--- src/rtl/fold_pkg.sv ---
package fold_pkg;

    localparam int LUT_K  = 4;
    localparam int TT_W   = 1 << LUT_K;
    localparam int WORD_W = TT_W + 1;

    typedef enum logic [1:0] {
        FOLD_NONE = 2'b00,
        FOLD_P1   = 2'b01,
        FOLD_P2   = 2'b10,
        FOLD_P4   = 2'b11
    } fold_lvl_e;

    // bit 16 selects registered output, bits 15:0 hold the truth table
    typedef struct packed {
        logic            reg_out;
        logic [TT_W-1:0] tt;
    } cfg_word_t;

    // evaluations per context, minus one
    function automatic logic [1:0] evals_m1(fold_lvl_e lvl);
        case (lvl)
            FOLD_P2: return 2'd1;
            FOLD_P4: return 2'd3;
            default: return 2'd0;
        endcase
    endfunction

endpackage

--- src/rtl/fold_cfg_bank.sv ---
module fold_cfg_bank
    import fold_pkg::*;
#(
    parameter int CTX_NUM = 16,
    localparam int CTX_W  = $clog2(CTX_NUM)
) (
    input  logic             clk,
    input  logic             rst,
    input  logic             we,
    input  logic             lock,
    input  logic [CTX_W-1:0] widx,
    input  cfg_word_t        wdata,
    input  logic [CTX_W-1:0] ridx,
    output cfg_word_t        rdata,
    output logic             drop
);

    cfg_word_t [CTX_NUM-1:0] mem;

    always_ff @(posedge clk) begin
        if (rst) begin
            mem  <= '0;
            drop <= 1'b0;
        end else begin
            drop <= we && lock;
            if (we && !lock)
                mem[widx] <= wdata;
        end
    end

    assign rdata = mem[ridx];

    assert_locked_write_R7: assert property (@(posedge clk) disable iff (rst)
        (we && lock) |=> $stable(mem));

endmodule

--- src/rtl/fold_seq.sv ---
module fold_seq
    import fold_pkg::*;
#(
    parameter int CTX_NUM = 16,
    localparam int CTX_W  = $clog2(CTX_NUM),
    localparam int LEN_W  = $clog2(CTX_NUM + 1)
) (
    input  logic             clk,
    input  logic             rst,
    input  logic             start,
    input  fold_lvl_e        level,
    input  logic [LEN_W-1:0] len,
    output logic             busy,
    output logic [CTX_W-1:0] ctx,
    output logic             done
);

    logic [1:0]       pcnt;
    logic [1:0]       pmax;
    logic [CTX_W-1:0] last_ctx;
    fold_lvl_e        lvl_q;
    logic             step_end;
    logic             run_end;

    assign step_end = (pcnt == pmax);
    assign run_end  = step_end && (ctx == last_ctx);

    always_ff @(posedge clk) begin
        if (rst) begin
            busy     <= 1'b0;
            ctx      <= '0;
            pcnt     <= '0;
            pmax     <= '0;
            last_ctx <= '0;
            lvl_q    <= FOLD_NONE;
            done     <= 1'b0;
        end else begin
            done <= 1'b0;
            if (!busy) begin
                if (start) begin
                    busy     <= 1'b1;
                    ctx      <= '0;
                    pcnt     <= '0;
                    pmax     <= evals_m1(level);
                    lvl_q    <= level;
                    last_ctx <= (level == FOLD_NONE) ? '0 : CTX_W'(len - LEN_W'(1));
                end
            end else if (step_end) begin
                pcnt <= '0;
                if (ctx == last_ctx) begin
                    busy <= 1'b0;
                    ctx  <= '0;
                    done <= 1'b1;
                end else begin
                    ctx <= ctx + CTX_W'(1);
                end
            end else begin
                pcnt <= pcnt + 2'd1;
            end
        end
    end

    assert_pcnt_bound_R3: assert property (@(posedge clk) disable iff (rst)
        busy |-> pcnt <= pmax);

    assert_nofold_ctx0_R3: assert property (@(posedge clk) disable iff (rst)
        (busy && lvl_q == FOLD_NONE) |-> ctx == '0);

    assert_p1_step_R3: assert property (@(posedge clk) disable iff (rst)
        (busy && lvl_q == FOLD_P1 && ctx != last_ctx) |=> ctx == $past(ctx) + CTX_W'(1));

    assert_ctx_bound_R4: assert property (@(posedge clk) disable iff (rst)
        busy |-> ctx <= last_ctx);

    assert_done_pulse_R5: assert property (@(posedge clk) disable iff (rst)
        done |=> !done);

    assert_done_after_run_R5: assert property (@(posedge clk) disable iff (rst)
        done |-> !busy && $past(busy));

    assert_start_ignored_R6: assert property (@(posedge clk) disable iff (rst)
        (busy && start && !step_end) |=> busy && ctx == $past(ctx) && pcnt == $past(pcnt) + 2'd1);

endmodule

--- src/rtl/fold_lut_cell.sv ---
module fold_lut_cell
    import fold_pkg::*;
(
    input  logic             clk,
    input  logic             rst,
    input  logic             en,
    input  cfg_word_t        word,
    input  logic [LUT_K-1:0] lut_in,
    input  logic             fb_sel,
    output logic             y
);

    logic             q;
    logic [LUT_K-1:0] idx;
    logic             f;

    assign idx = {lut_in[LUT_K-1:1], (fb_sel ? q : lut_in[0])};
    assign f   = word.tt[idx];

    always_ff @(posedge clk) begin
        if (rst)
            q <= 1'b0;
        else if (en)
            q <= f;
    end

    assign y = word.reg_out ? q : f;

    assert_hold_idle_R5: assert property (@(posedge clk) disable iff (rst)
        !en |=> $stable(q));

endmodule

--- src/rtl/fold_le.sv ---
module fold_le
    import fold_pkg::*;
#(
    parameter int CTX_NUM = 16
) (
    input  logic                         clk,
    input  logic                         rst,
    input  logic                         cfg_we,
    input  logic [$clog2(CTX_NUM)-1:0]   cfg_idx,
    input  logic [WORD_W-1:0]            cfg_word,
    input  logic                         start,
    input  logic [1:0]                   fold_level,
    input  logic [$clog2(CTX_NUM+1)-1:0] ctx_len,
    input  logic                         fb_sel,
    input  logic [LUT_K-1:0]             lut_in,
    output logic                         y,
    output logic                         done,
    output logic                         cfg_err
);

    localparam int CTX_W = $clog2(CTX_NUM);

    logic             busy;
    logic [CTX_W-1:0] ctx;
    cfg_word_t        active;

    fold_seq #(.CTX_NUM(CTX_NUM)) u_seq (
        .clk   (clk),
        .rst   (rst),
        .start (start),
        .level (fold_lvl_e'(fold_level)),
        .len   (ctx_len),
        .busy  (busy),
        .ctx   (ctx),
        .done  (done)
    );

    fold_cfg_bank #(.CTX_NUM(CTX_NUM)) u_bank (
        .clk   (clk),
        .rst   (rst),
        .we    (cfg_we),
        .lock  (busy),
        .widx  (cfg_idx),
        .wdata (cfg_word_t'(cfg_word)),
        .ridx  (ctx),
        .rdata (active),
        .drop  (cfg_err)
    );

    fold_lut_cell u_cell (
        .clk    (clk),
        .rst    (rst),
        .en     (busy),
        .word   (active),
        .lut_in (lut_in),
        .fb_sel (fb_sel),
        .y      (y)
    );

    assert_err_cause_R7: assert property (@(posedge clk) disable iff (rst)
        cfg_err |-> $past(cfg_we && busy));

    assert_idle_ctx0_R2: assert property (@(posedge clk) disable iff (rst)
        !busy |-> ctx == '0);

endmodule

--- config.mk ---
export PLATFORM = sky130hd
export DESIGN_NAME = fold_le
export DESIGN_NICKNAME = d
export VERILOG_FILES = /design/src/rtl/fold_pkg.sv /design/src/rtl/fold_cfg_bank.sv /design/src/rtl/fold_seq.sv /design/src/rtl/fold_lut_cell.sv /design/src/rtl/fold_le.sv
export SDC_FILE = /design/constraint.sdc
export NUM_CORES = 1
export LEC_CHECK = 0
export BUFFER_PORTS_ARGS = -buffer_cell sky130_fd_sc_hd__buf_2
export CAP_MARGIN = 25
export CORE_MARGIN = 1.5
export CORE_UTILIZATION = 45
export CTS_CLUSTER_DIAMETER = 60
export DETAILED_ROUTE_END_ITERATION = 12
export MAX_ROUTING_LAYER = met4
export SYNTH_ARGS = -nofsm -noshare
export SYNTH_HDL_FRONTEND = slang
export SYNTH_HIERARCHICAL = 1
export SYNTH_SLANG_ARGS = --single-unit
--- constraint.sdc ---
create_clock -name clk -period 3.95 [get_ports clk]
set_input_delay 0 -clock clk [delete_from_list [all_inputs] [get_ports clk]]
set_output_delay 0 -clock clk [all_outputs]
set_load 0.01 [all_outputs]
Yosys cells after proc, flatten, opt, wreduce, memory -nomap -nowiden
Cells that the tools add are included.

word-level totals
  bits in latches = 0
  memories kept = 0
  RAM bits = 0
  bits in read-only memories = 0
  bits of input ports = 37
  register bits = 288

cells by class
  $mul = 0
  shifts and indexed selects = 0
  bitwise logic cells = 2
  reduce and logical (&&, ||, !) cells = 9
  equality and inequality tests = 5
  add/subtract/negate cells = 3
  order comparisons = 4
  divide/modulo/power cells = 0
  muxes and demuxes = 23

operators with widths
  kind                                                         count
  bitwise mux 272 bit                                          1
  binary-select mux 17 bit (select 4 bit)                      1
  demux 17 bit (select 4 bit)                                  1
  2-to-1 mux 17 bit                                            2
  2-to-1 mux 4 bit                                             5
  less-than comparator 4 x 5 -> 1 bit (second input constant)  3
  2-to-1 mux 1 bit                                             8
  2-to-1 mux 2 bit                                             3
  adder 4 x 1 -> 4 bit (second input constant)                 1
  binary-select mux 1 bit (select 4 bit)                       1
  equality test 2 bit (second input constant)                  2
  equality test 4 bit                                          1
  >= comparator 4 x 1 -> 1 bit (second input constant)         1
  one-hot mux 2 bit (2 select lines)                           1
  AND reduction 2 bit                                          2
  subtractor 4 x 1 -> 4 bit (second input constant)            1
  logical AND 1 bit                                            3
  OR reduction 3 bit                                           1
  adder 2 x 1 -> 2 bit (second input constant)                 1
  equality test 2 bit                                          1
  zero test 2 bit                                              1
  inequality test 2 bit (second input constant)                1
  inverter 1 bit                                               2
  nonzero test 2 bit                                           1
  zero test 1 bit                                              1

Longest topological paths before layout
  word-level depth = 5
  mapped depth = 12

Cells and area by module
The synthesis kept the hierarchy.

modules (own cells, without submodules)
  module         sequential area each (sq um)  area each (sq um)  cells each  instances
  fold_cfg_bank  5,465.2                       12,480.7           1,435       1
  fold_seq       280.3                         701.9              84          1
  fold_lut_cell  20.0                          215.2              21          1

Worst setup path after synthesis
No wires, ideal clock.

  path kind = reg2reg
  start = reg u_seq.ctx[1]
  end = reg u_cell.q
  period minus slack after synthesis = 2.600 ns
  buffers on the path = 2
  path slack = 1.350 ns
  arrival time = 2.483 ns
  required time = 3.833 ns
  stages on the path, launching flop included = 10
  cell sequence = dfxtp_1 > buf_2 > buf_2 > mux4_2 > a22oi_1 > nand2_1 > mux4_2 > nand3b_1 > nand4_1 > a22o_2

RTL lines
  item                    line                 RTL
  from (decl)             fold_seq.sv:14       output logic [CTX_W-1:0] ctx,
  from (signal assigned)  fold_seq.sv:55       ctx <= ctx + CTX_W'(1);
  to (signal assigned)    fold_lut_cell.sv:22  q <= 1'b0;
  to (signal assigned)    fold_lut_cell.sv:24  q <= f;
  to (decl)               fold_lut_cell.sv:13  logic q;

==> impl_metrics.env <==
export IMPL_num_rows=62
export IMPL_post_cts_resize_count=0
export IMPL_die_w_um=176
export IMPL_ys_seq_area_frac=0.430
export IMPL_multiInputGateArea_um2=6760
export IMPL_synth_edf_count=0
export IMPL_insertion_delay_ns=0.55
export IMPL_maxSlewHeadroom=0.287
export IMPL_wl_per_cell_um=21.9
export IMPL_dp_cells=1786
export IMPL_fin_util=0.512
export IMPL_place_hpwl_um=20400
export IMPL_vias_per_cell=6.38
export IMPL_synth_warnings=6
export IMPL_yosys_most_used_dff="dfxtp_1"
export IMPL_cts_reportedPaths_clkPinSlew_ns=0.06
export IMPL_synth_cells=1540
export IMPL_drt_iter0_markers=1218
export IMPL_wirelength_um=41000
export IMPL_reg2reg_depth=10
export IMPL_path_max_fanout=23
export IMPL_tightest_slew_ns=1.07
export IMPL_seq_area_um2=5770
export IMPL_syn2layout_area_growth_pct=11.0
export IMPL_hold_ws_ns=0.0292
export IMPL_fin_nets=1507
export IMPL_worstPathArrival_ns=4.04
export IMPL_criticalPathCategory="reg -> reg"
export IMPL_setup_viol=0
export IMPL_drv_cap=0
export IMPL_power_per_cell_area_nw_per_um2=430
export IMPL_die_h_um=176
export IMPL_syn_cell_area_um2=13400
export IMPL_syn_nets=1579
export IMPL_worstSetupEndpointType="register"
export IMPL_placed_cell_area_um2=13500
export IMPL_cts_root_buf="clkbuf_16"
export IMPL_grt_pass1_wl_um=65200
export IMPL_grt_pass1_vias=11600
export IMPL_routabilityCongestion=0.760
export IMPL_start_util=0.462
export IMPL_design_area_um2=14900
export IMPL_portBuffers=38
export IMPL_slew_viol_final=0
export IMPL_num_fill_cells=2752
export IMPL_fin_tns_setup_ns=0
export IMPL_cts_setup_buffers=0
export IMPL_setup_worst_path_end="u_cell/q"
export IMPL_finalCriticalPeriod_ns=3.59
export IMPL_detail_route_antenna_nets=0
export IMPL_ir_worst_vdd_uv=310
export IMPL_timing_rr_start="u_seq/ctx[1]"
export IMPL_finalHoldViolations=0
export IMPL_startpoint="u_seq/ctx[1]"
export IMPL_startpoint_type="register"
export IMPL_p_leak_nw=4.64
export IMPL_cts_tree="built"
export IMPL_antenna_found_initial=1
export IMPL_fin_crit_sh=0.910
export IMPL_synth_async_sr_flop_share=0
export IMPL_grt_remaining_overflow=0
export IMPL_drive_gt1_frac=0.142
export IMPL_clockBufferDepth=3
export IMPL_vias=11900
export IMPL_final_cell_count_no_fill=1872
export IMPL_skew_ns=0.00511
export IMPL_max_freq_mhz=278
export IMPL_synth_seq_cells=288
export IMPL_avgSynthCellArea_um2=8.70
export IMPL_dr_pass1_iters=5
export IMPL_route_detailed_drc=0
export IMPL_grt_max_degree=149
export IMPL_io_pins=40
export IMPL_die_area_um2=30800
export IMPL_hp_class="in -> reg"
export IMPL_design_core_area_um2=29000
export IMPL_rr_endpoint="u_cell/q"
export IMPL_rsz0062_at_grt="no"
export IMPL_cts_htree_levels=1
export IMPL_numCtsBuffers=30
export IMPL_grtUsageTotal=0.271
export IMPL_crit_required_ns=4.40
export IMPL_r2r_slack_ns=0.36
export IMPL_clock_sinks=288
export IMPL_synth_distinct_cells=47
export IMPL_status="finished, final reports clean"
## synthesized netlist by cell type (2+ instances only)
master | instances | area [µm²]
a22oi_1 | 37 | 278
nor3_1 | 3 | 15.0
buf_2 | 45 | 225
buf_6 | 7 | 78.8
xor2_1 | 2 | 17.5
and4bb_2 | 2 | 25.0
nand4bb_1 | 2 | 22.5
o21ai_0 | 237 | 1190
clkbuf_1 | 135 | 507
buf_1 | 8 | 30.0
xnor2_1 | 6 | 52.6
a21oi_1 | 278 | 1390
ha_1 | 2 | 25.0
and2_1 | 2 | 12.5
nand3b_1 | 3 | 22.5
inv_1 | 3 | 11.3
mux4_2 | 70 | 1580
o21ai_1 | 35 | 175
a31oi_1 | 3 | 18.8
mux2i_1 | 2 | 20.0
nand3_1 | 277 | 1390
dfxtp_1 | 288 | 5770
nand2_1 | 30 | 113
mux2_2 | 2 | 22.5
nor2_1 | 13 | 48.8
nand4b_1 | 3 | 26.3
nand2b_1 | 5 | 31.3
nor2b_1 | 7 | 43.8
buf_4 | 10 | 75.1
nand4_1 | 3 | 18.8
clkbuf_2 | 4 | 20.0
## layout make-up
type	count	share of cell area
tap	384	0.0323
antenna	1	0.000168
clock buffer	42	0.0583
multi-input combinational	1040	0.455
sequential	288	0.388
inverter	3	0.000758
timing repair buffer	105	0.0572
clock inverter	9	0.00825
## state kept, by name, indices dropped and copies added, names as in the netlist, 2 cells and up
| name | cells |
|---|---|
| u_seq/pcnt | 2 |
| u_seq/ctx | 4 |
| u_bank/mem | 272 |
| u_seq/pmax | 2 |
| u_seq/last_ctx | 4 |
## how the worst min path moves through the flow
stage,from,to,slack [ns],depth (start not counted)
6_report,cfg_idx[2],u_bank/mem[46],0.03,4
5_1_grt,cfg_idx[2],u_bank/mem[82],0.06,4
4_1_cts,cfg_idx[2],u_bank/mem[46],0.01,4
3_5_place_dp,fold_level[1],u_seq/pmax[0],0.28,3
3_3_place_gp,fold_level[1],u_seq/pmax[0],0.27,3
2_1_floorplan,rst,u_seq/ctx[2],0.07,1
## cells by family (layout without fill, tap and decap cells)
group                      after synthesis  after routing  synth area share
other                                    0              1                 0
DFF                                    288            288             0.430
and+or+nand+nor                        359            359             0.138
xor gates and xnor gates                 8              8           0.00523
muxes                                   75             75             0.122
buffers and inverters                  212            159            0.0707
AOI/OAI and AO/OA                      596            596             0.232
adders and majority gates                2              2           0.00187
## cell usage in the layout, fill, tap and decap left out, types with 11 or more instances in the layout
cell / synthesis / layout
nand3_1: 277 / 277
o21ai_0: 237 / 237
o21ai_1: 35 / 35
dfxtp_1: 288 / 286
a22oi_1: 37 / 37
nand2_1: 30 / 29
clkbuf_16: 0 / 31
dlygate4sd3_1: 0 / 34
nor2_1: 13 / 11
mux4_2: 70 / 70
buf_2: 45 / 37
a21oi_1: 278 / 278
buf_4: 10 / 28
## per-layer routing
layer,wire [µm],up-vias,track usage
met5,0,-,-
met4,879,0,0.0662
met3,2980,74,0.0344
met2,19200,464,0.432
met1,17900,5918,0.368
li1,-,5489,-
## stage by stage
stage,total power [mW],setup slack (ns)
after global routing,6.59,0.186
after CTS,6.43,0.345
final,6.40,0.357
after global placement,3.54,0.931
after floorplan,3.39,1.35
after detailed placement,3.54,0.930
## worst max-delay path, stage by stage (launching register included)
cell	delay, ns
dfxtp_4	0.60
buf_12	0.26
buf_4	0.17
mux4_2	0.50
a22oi_1	0.22
nand2_1	0.07
mux2_2	0.29
o2111ai_1	0.20
nand4_1	0.24
dlygate4sd3_1	0.67
a22o_2	0.24
## where the power goes
group | internal, mW | total (mW) | switching [mW]
sequential | 2.94 | 2.97 | 0.0276
clock | 1.71 | 2.88 | 1.17
combinational | 0.155 | 0.548 | 0.394
total | 4.80 | 6.40 | 1.59
## timing repair
item                                    in CTS  in global routing
hold buffers                                34                  0
endpoints found under the setup margin       0                  0
endpoints found under the hold margin      283                  0
Power figures use the tool's default switching activity.
